## config.mk

```make
export PLATFORM = sky130hd
export DESIGN_NAME = adc_scan_seq
export DESIGN_NICKNAME = d
export VERILOG_FILES = /design/src/rtl/adc_scan_seq.sv
export SDC_FILE = /design/constraint.sdc
export NUM_CORES = 1
export LEC_CHECK = 0
export BUFFER_PORTS_ARGS = -buffer_cell sky130_fd_sc_hd__buf_2
export CAP_MARGIN = 10
export CORE_MARGIN = 10
export CORE_UTILIZATION = 30
export DETAILED_ROUTE_END_ITERATION = 8
export SLEW_MARGIN = 20
export SYNTH_ARGS = -nofsm -noshare
export SYNTH_HDL_FRONTEND = slang
export SYNTH_SLANG_ARGS = --single-unit
```

## constraint.sdc

```tcl
create_clock -name clk -period 3.19 [get_ports clk]
set_clock_uncertainty 0.2 [all_clocks]
set_input_delay 0.638 -clock clk [delete_from_list [all_inputs] [get_ports clk]]
set_output_delay 0.638 -clock clk [all_outputs]
set_load 0.01 [all_outputs]
```

## src/rtl/adc_scan_seq.sv

```systemverilog
module adc_scan_seq #(
  parameter int RES_W       = 10,
  parameter int WAKE_CYCLES = 8
) (
  input  logic             clk,
  input  logic             rst_n,
  input  logic [5:0]       bus_addr,
  input  logic             bus_wr,
  input  logic             bus_rd,
  input  logic [7:0]       bus_wdata,
  output logic [7:0]       bus_rdata,
  output logic             conv_start,
  output logic [3:0]       conv_ch,
  input  logic             conv_done,
  input  logic [RES_W-1:0] conv_result,
  output logic             irq
);
  localparam int NCH = 16;
  localparam int PAD = 16 - RES_W;
  localparam int WW  = $clog2(WAKE_CYCLES + 1);

  typedef enum logic [1:0] {P_OFF, P_WARM, P_READY} pow_t;

  pow_t            pow;
  logic [WW-1:0]   wcnt;
  logic            run, cont, ralign, eoc, ie;
  logic [3:0]      cur, last_ch;
  logic [7:0]      shadow;
  logic [RES_W-1:0] buf_q [NCH];

  wire wr_stat  = bus_wr && bus_addr == 6'd0;
  wire wr_ctrl  = bus_wr && bus_addr == 6'd1;
  wire abort    = wr_ctrl && !bus_wdata[0];
  wire is_buf   = bus_addr[5];
  wire lo_sel   = bus_addr[0];
  wire first_rd = (lo_sel == ralign);
  wire unused_wbits = ^{bus_wdata[7:6], bus_wdata[4]};

  logic [15:0] word;
  always_comb begin
    if (ralign) word = {{PAD{1'b0}}, buf_q[bus_addr[4:1]]};
    else        word = {buf_q[bus_addr[4:1]], {PAD{1'b0}}};
  end

  always_comb begin
    if (is_buf)              bus_rdata = first_rd ? (lo_sel ? word[7:0] : word[15:8]) : shadow;
    else if (bus_addr == 6'd0) bus_rdata = {eoc, 1'b0, ie, 1'b0, last_ch};
    else if (bus_addr == 6'd1) bus_rdata = {5'd0, ralign, cont, pow != P_OFF};
    else                     bus_rdata = 8'd0;
  end

  assign conv_ch = cur;
  assign irq     = eoc && ie;

  always_ff @(posedge clk or negedge rst_n) begin
    if (!rst_n) shadow <= '0;
    else if (bus_rd && is_buf && first_rd) shadow <= lo_sel ? word[15:8] : word[7:0];
  end

  always_ff @(posedge clk or negedge rst_n) begin
    if (!rst_n) begin
      pow <= P_OFF; wcnt <= '0; run <= 1'b0; cont <= 1'b0; ralign <= 1'b0;
      eoc <= 1'b0; ie <= 1'b0; cur <= '0; last_ch <= '0; conv_start <= 1'b0;
      for (int i = 0; i < NCH; i++) buf_q[i] <= '0;
    end else begin
      conv_start <= 1'b0;
      if (wr_stat) begin
        eoc     <= 1'b0;
        ie      <= bus_wdata[5];
        last_ch <= bus_wdata[3:0];
      end
      if (wr_ctrl) begin
        cont   <= bus_wdata[1];
        ralign <= bus_wdata[2];
      end
      if (abort) begin
        pow <= P_OFF;
        run <= 1'b0;
      end else begin
        if (wr_ctrl && pow == P_OFF) begin
          pow  <= P_WARM;
          wcnt <= WW'(WAKE_CYCLES);
        end else if (pow == P_WARM) begin
          if (wcnt == '0) pow <= P_READY;
          else            wcnt <= wcnt - 1'b1;
        end
        if (wr_ctrl && pow == P_READY && !run) begin
          run <= 1'b1; cur <= '0; conv_start <= 1'b1;
        end else if (run && conv_done) begin
          buf_q[cur] <= conv_result;
          if (cur >= last_ch) begin
            eoc <= 1'b1;
            if (cont) begin cur <= '0; conv_start <= 1'b1; end
            else      run <= 1'b0;
          end else begin
            cur <= cur + 1'b1; conv_start <= 1'b1;
          end
        end
      end
    end
  end

  assert_start_when_ready_R2: assert property (@(posedge clk) disable iff (!rst_n)
    conv_start |-> (pow == P_READY && run));

  assert_channel_steps_R3: assert property (@(posedge clk) disable iff (!rst_n)
    (conv_start && $past(run) && cur != 4'd0) |-> cur == 4'($past(cur) + 1'b1));

  assert_single_stops_R5: assert property (@(posedge clk) disable iff (!rst_n)
    (run && !cont && conv_done && cur >= last_ch && !abort) |=> (!run && !conv_start));

  assert_cont_wraps_R6: assert property (@(posedge clk) disable iff (!rst_n)
    (run && cont && conv_done && cur >= last_ch && !abort) |=> (conv_start && cur == 4'd0));

  assert_flag_from_done_R7: assert property (@(posedge clk) disable iff (!rst_n)
    $rose(eoc) |-> $past(run && conv_done));

  assert_abort_stops_R11: assert property (@(posedge clk) disable iff (!rst_n)
    abort |=> (!run && !conv_start && pow == P_OFF));
endmodule

```

Yosys cells after proc, flatten, opt, wreduce, memory -nomap -nowiden
Cells that the tools add are included.

cells by class
  magnitude comparators = 4
  reduce and logical (&&, ||, !) cells = 28
  multiplexer cells = 39
  equal/unequal tests = 7
  add/subtract/negate cells = 2
  bitwise operators = 4

operators with widths
  cell                                                       number
  bitwise mux 160 bit                                        1
  binary-select mux 10 bit (select 4 bit)                    1
  demux 10 bit (select 4 bit)                                1
  2-to-1 mux 8 bit                                           5
  2-to-1 mux 10 bit                                          3
  2-to-1 mux 4 bit                                           7
  2-to-1 mux 16 bit                                          1
  2-to-1 mux 1 bit                                           15
  AND reduction 3 bit                                        4
  nonzero test 3 bit                                         4
  logical AND 1 bit                                          11
  greater-or-equal comparator 5 bit (second input constant)  2
  NOT 4 -> 5 bit                                             2
  2-to-1 mux 2 bit                                           4
  == test 6 x 1 -> 1 bit (second input constant)             1
  logical NOT 6 bit                                          1
  nonzero test 2 bit                                         3
  < comparator 5 x 1 -> 1 bit (second input constant)        1
  adder 4 x 1 -> 4 bit (second input constant)               1
  greater-or-equal comparator 4 bit                          1
  logical NOT 4 bit                                          1
  subtractor 4 x 1 -> 4 bit (second input constant)          1
  2-to-1 mux 3 bit                                           1
  inequality test 3 x 1 -> 1 bit (second input constant)     1
  other kinds (9)                                            11

storage, ports and cells
  logic and storage cells = 111
  output and inout port bits = 14
  bits in registers = 188

Logic depth before layout (Yosys ltp)
  word-level depth = 8
  mapped depth = 8
  mapped depth without buffers = 7

Least setup slack after synthesis
OpenSTA, ideal clock, no wires.

  kind = in2out
  from = input port bus_addr[3]
  to = output port bus_rdata[1]
  slack = -0.087 ns
  arrival time = 2.439 ns
  data required time = 2.352 ns
  cell stages on the path = 7
  cell sequence = buf_2 -> clkbuf_1 -> mux4_2 -> mux4_2 -> a31oi_1 -> o31ai_1 -> a22o_1

on the way
  word-level cells in the longest chain between the ends = 8

ends and longest elaborated chain
  item                                                   RTL line  RTL
  from (decl)                                            7         input logic [5:0] bus_addr,
  NOT 4 -> 5 bit (implied by the code)                   41, 42
  binary-select mux 10 bit (select 4 bit)                41, 42
  2-to-1 mux 10 bit (implied by the code) (2 in series)  41, 42
  2-to-1 mux 16 bit                                      41        if (ralign) word = {{PAD{1'b0}}, buf_q[bus_addr[4:1]]};
  2-to-1 mux 8 bit (2 in series)                         46        if (is_buf) bus_rdata = first_rd ? (lo_sel ? word[7:0] : word[15:8]) : shadow;
  2-to-1 mux 8 bit *                                     46
  to (decl)                                              11        output logic [7:0] bus_rdata,

Every way passes the cells marked *; elsewhere a longest branch is shown, timed or not. The select of a mux whose other input is x is not followed.

Final worst setup path
  from = input port bus_addr[1]
  to = output port bus_rdata[2]

The elaborated chain is that of the path after synthesis.

==> impl_results.md <==
* DP HPWL at 15650 um
* Crit path capture type: primary output
* WL/cell at 20.27 um
* Worst Hold Class: input pin to async pin
* Avg Vias per Cell at 5.088
* Setup TNS at -439.2 ps
* Starting Density at 30.64%
* Grt total ovfl at 0
* Unrepaired setup endpoints after global routing: yes
* Port bufs at 39
* Setup WS post-layout at -124.9 ps
* Synth Register Bits at 188
* Via count at 5912
* Synthesis Warnings at 0
* Crit path required time at 2350 ps
* Most common cell after layout, fill and taps aside: dfrtp_1
* Max-slew violations at 0
* Core Util, Final at 38.30%
* First-pass GRT wire length at 37310 um
* Pleak at 5.569 nW
* Residual DRC count at 0
* GP Congestion at 0.8264
* Synthesized instance count at 656
* Fin. Hold Viols at 0
* Syn Nets at 695
* FMAX at 0.3017 GHz
* Nets at 800
* Setup WS pre-CTS at -365.5 ps
* Worst Reg2Reg Path Length in Cells at 9
* Initial DRC Count at 489
* Largest net degree at the start of global routing at 73
* Area Overhead vs Synth at 25.01%
* TritonCTS buffer count at 17
* Worst-Skew Late Latency at 430 ps
* Post-synth EDFFs at 0
* CTS sink cnt at 188
* Crit path launch type: input pin
* Cell variety after synth at 63
* Final setup vio count at 5
* Die ar. at 37810 um2
* CTS Hold Buffers Added at 0
* Worst slew pin tran at 623.8 ps
* Failing checks: setup timing
* PD cells at 512.7 nW/um2
* Largest area contributor in the netlist: dfrtp_1
* CP Class: input pin to primary output
* WL final at 23560 um
* Post-synth top area share at 51.54%
* Synth Area per Inst at 13.92 um2
* TritonRoute pass-1 iters at 5
* Max rail drop VDD at 373.8 uV
* Routed Antenna Nets at 0
* Clk pin slew, worst setup/hold paths at 60 ps
* H-tree levels at 4
* Total Power at 5.852 mW
* Die width at 194.4 um
* Gr usage total at 12.51%
* Post-Syn Area at 9129 um2
* Longest Clk Path Bufs at 2
* CTS tree: done
* Core ar. at 29800 um2
* Critical Path AT at 2480 ps
* Period utilisation layout at 103.9%
* Synth area leaders: dfrtp_1 52%, mux2_1 13%, mux4_2 8.6%
* Initial antenna violation count at 0
* Rows at 63
* Ports at 43
* Most frequent cells in the layout: 188 x dfrtp_1, 104 x mux2_1, 60 x mux2_2
* Antenna Cells at 0
* Minimum clock period at 3315 ps
* Async SR Flop Fraction at 100.0%
* Ys flop type: dfrtp_1
* Seq/Total Area, Yosys at 51.54%
* Die Height at 194.4 um
* Worst-path fanout max at 8
* Max-cap viol count at 0
* Root buf cell: clkbuf_16
* Status: finished, violations left
* Share of cells above drive strength 1 at 37.95%
* Vias in the first global route at 6215
* Max-slew headroom at 58.41%
-- cell type report --
| cell class | count | area (um2) |
|---|---|---|
| Sequential cell | 188 | 4705 |
| Clock inverter | 10 | 117.6 |
| Multi-Input combinational cell | 416 | 4364 |
| Clock buffer | 20 | 446.7 |
| Inverter | 15 | 56.30 |
| Timing Repair Buffer | 123 | 1235 |
| Tap cell | 390 | 488.0 |
| Fill cell | 2851 | 18380 |
-- state kept, by name (all words and copies together) (netlist names) --
| signal | count |
|---|---|
| conv_ch | 4 |
| cont | 1 |
| run | 1 |
| shadow | 8 |
| ie | 1 |
| eoc | 1 |
| last_ch | 4 |
| conv_start | 1 |
| buf_q | 160 |
| ralign | 1 |
| pow | 2 |
| wcnt | 4 |
-- cells in the mapped netlist (3+ instances only) --
master	number
o21ai_0	9
a21oi_1	9
nand2_1	17
and3_1	4
clkbuf_1	22
a221oi_1	8
mux4_2	35
nor2b_1	5
o211ai_1	3
nor2_1	18
a22o_1	4
nand2b_1	3
or2_2	3
nand3_1	10
and2_1	11
dfrtp_1	188
nand2_2	12
buf_6	3
nor3b_1	4
mux2_1	104
mux2i_1	26
buf_2	11
nand3_2	4
o31ai_1	4
inv_1	13
ha_1	10
mux2_2	62
o21ai_1	4
a31oi_1	5
o21a_1	3
-- per-stage QoR --
step                area (um2)  instances  hold slack [ps]
finish                   11410       1162            27.11
global route             11410       1162            68.13
CTS                      11210       1156            43.50
detailed placement       10450       1119            275.9
global placement         10450       1119            267.8
floorplan                 9130        656            142.4
-- where the power goes --
part | internal [mW] | switching (mW) | leakage (nW)
sequential | 2.62 | 0.154 | 2.57
clock | 1.17 | 0.919 | 0.265
combinational | 0.486 | 0.507 | 2.73
-- routing by layer --
metal | share of wire [%] | GRT usage [%]
met1 | 47 | 17.19
met2 | 47 | 19.31
met3 | 4.3 | 2.891
met4 | 1.5 | 3.322
met5 | 0 | 0
-- worst paths after layout --
path / startpoint / endpoint / slack (ps)
max: bus_addr[1] / bus_rdata[2] / -120
min: rst_n / buf_q[69]$_DFFE_PN0P_ / 30
max reg2reg: conv_ch[0]$_DFFE_PN0P_ / conv_ch[1]$_DFFE_PN0P_ / 640
min reg2reg: buf_q[80]$_DFFE_PN0P_ / buf_q[80]$_DFFE_PN0P_ / 290
max in group asynchronous: rst_n / buf_q[63]$_DFFE_PN0P_ / 2010
min in group clk: bus_wdata[3] / last_ch[3]$_DFFE_PN0P_ / 220
-- cell families (layout without fill, tap and decap cells) --
kind of cell	count (synthesis)	in the layout	synth area share (%)
AOI/OAI and AO/OA	72	72	5.688
adders and majority gates	10	10	1.371
xor gates and xnor gates	2	2	0.1919
and+or+nand+nor	105	105	6.593
DFF	188	188	51.54
buffers and inverters	52	168	2.659
muxes	227	227	31.96
-- worst max-delay path, stage by stage --
cell and delay (ps):
buf_16 120, buf_12 140, mux4_2 500, mux4_2 560
nand3b_1 190, o311a_1 170, buf_6 140
-- what timing repair did --
action	4_1_cts	5_1_grt
gates cloned	2	1
setup buffers	5	6
endpoints found under the setup margin	8	8
gates resized for setup	22	24
pin swaps	7	10
Power figures use the tool's default switching activity.
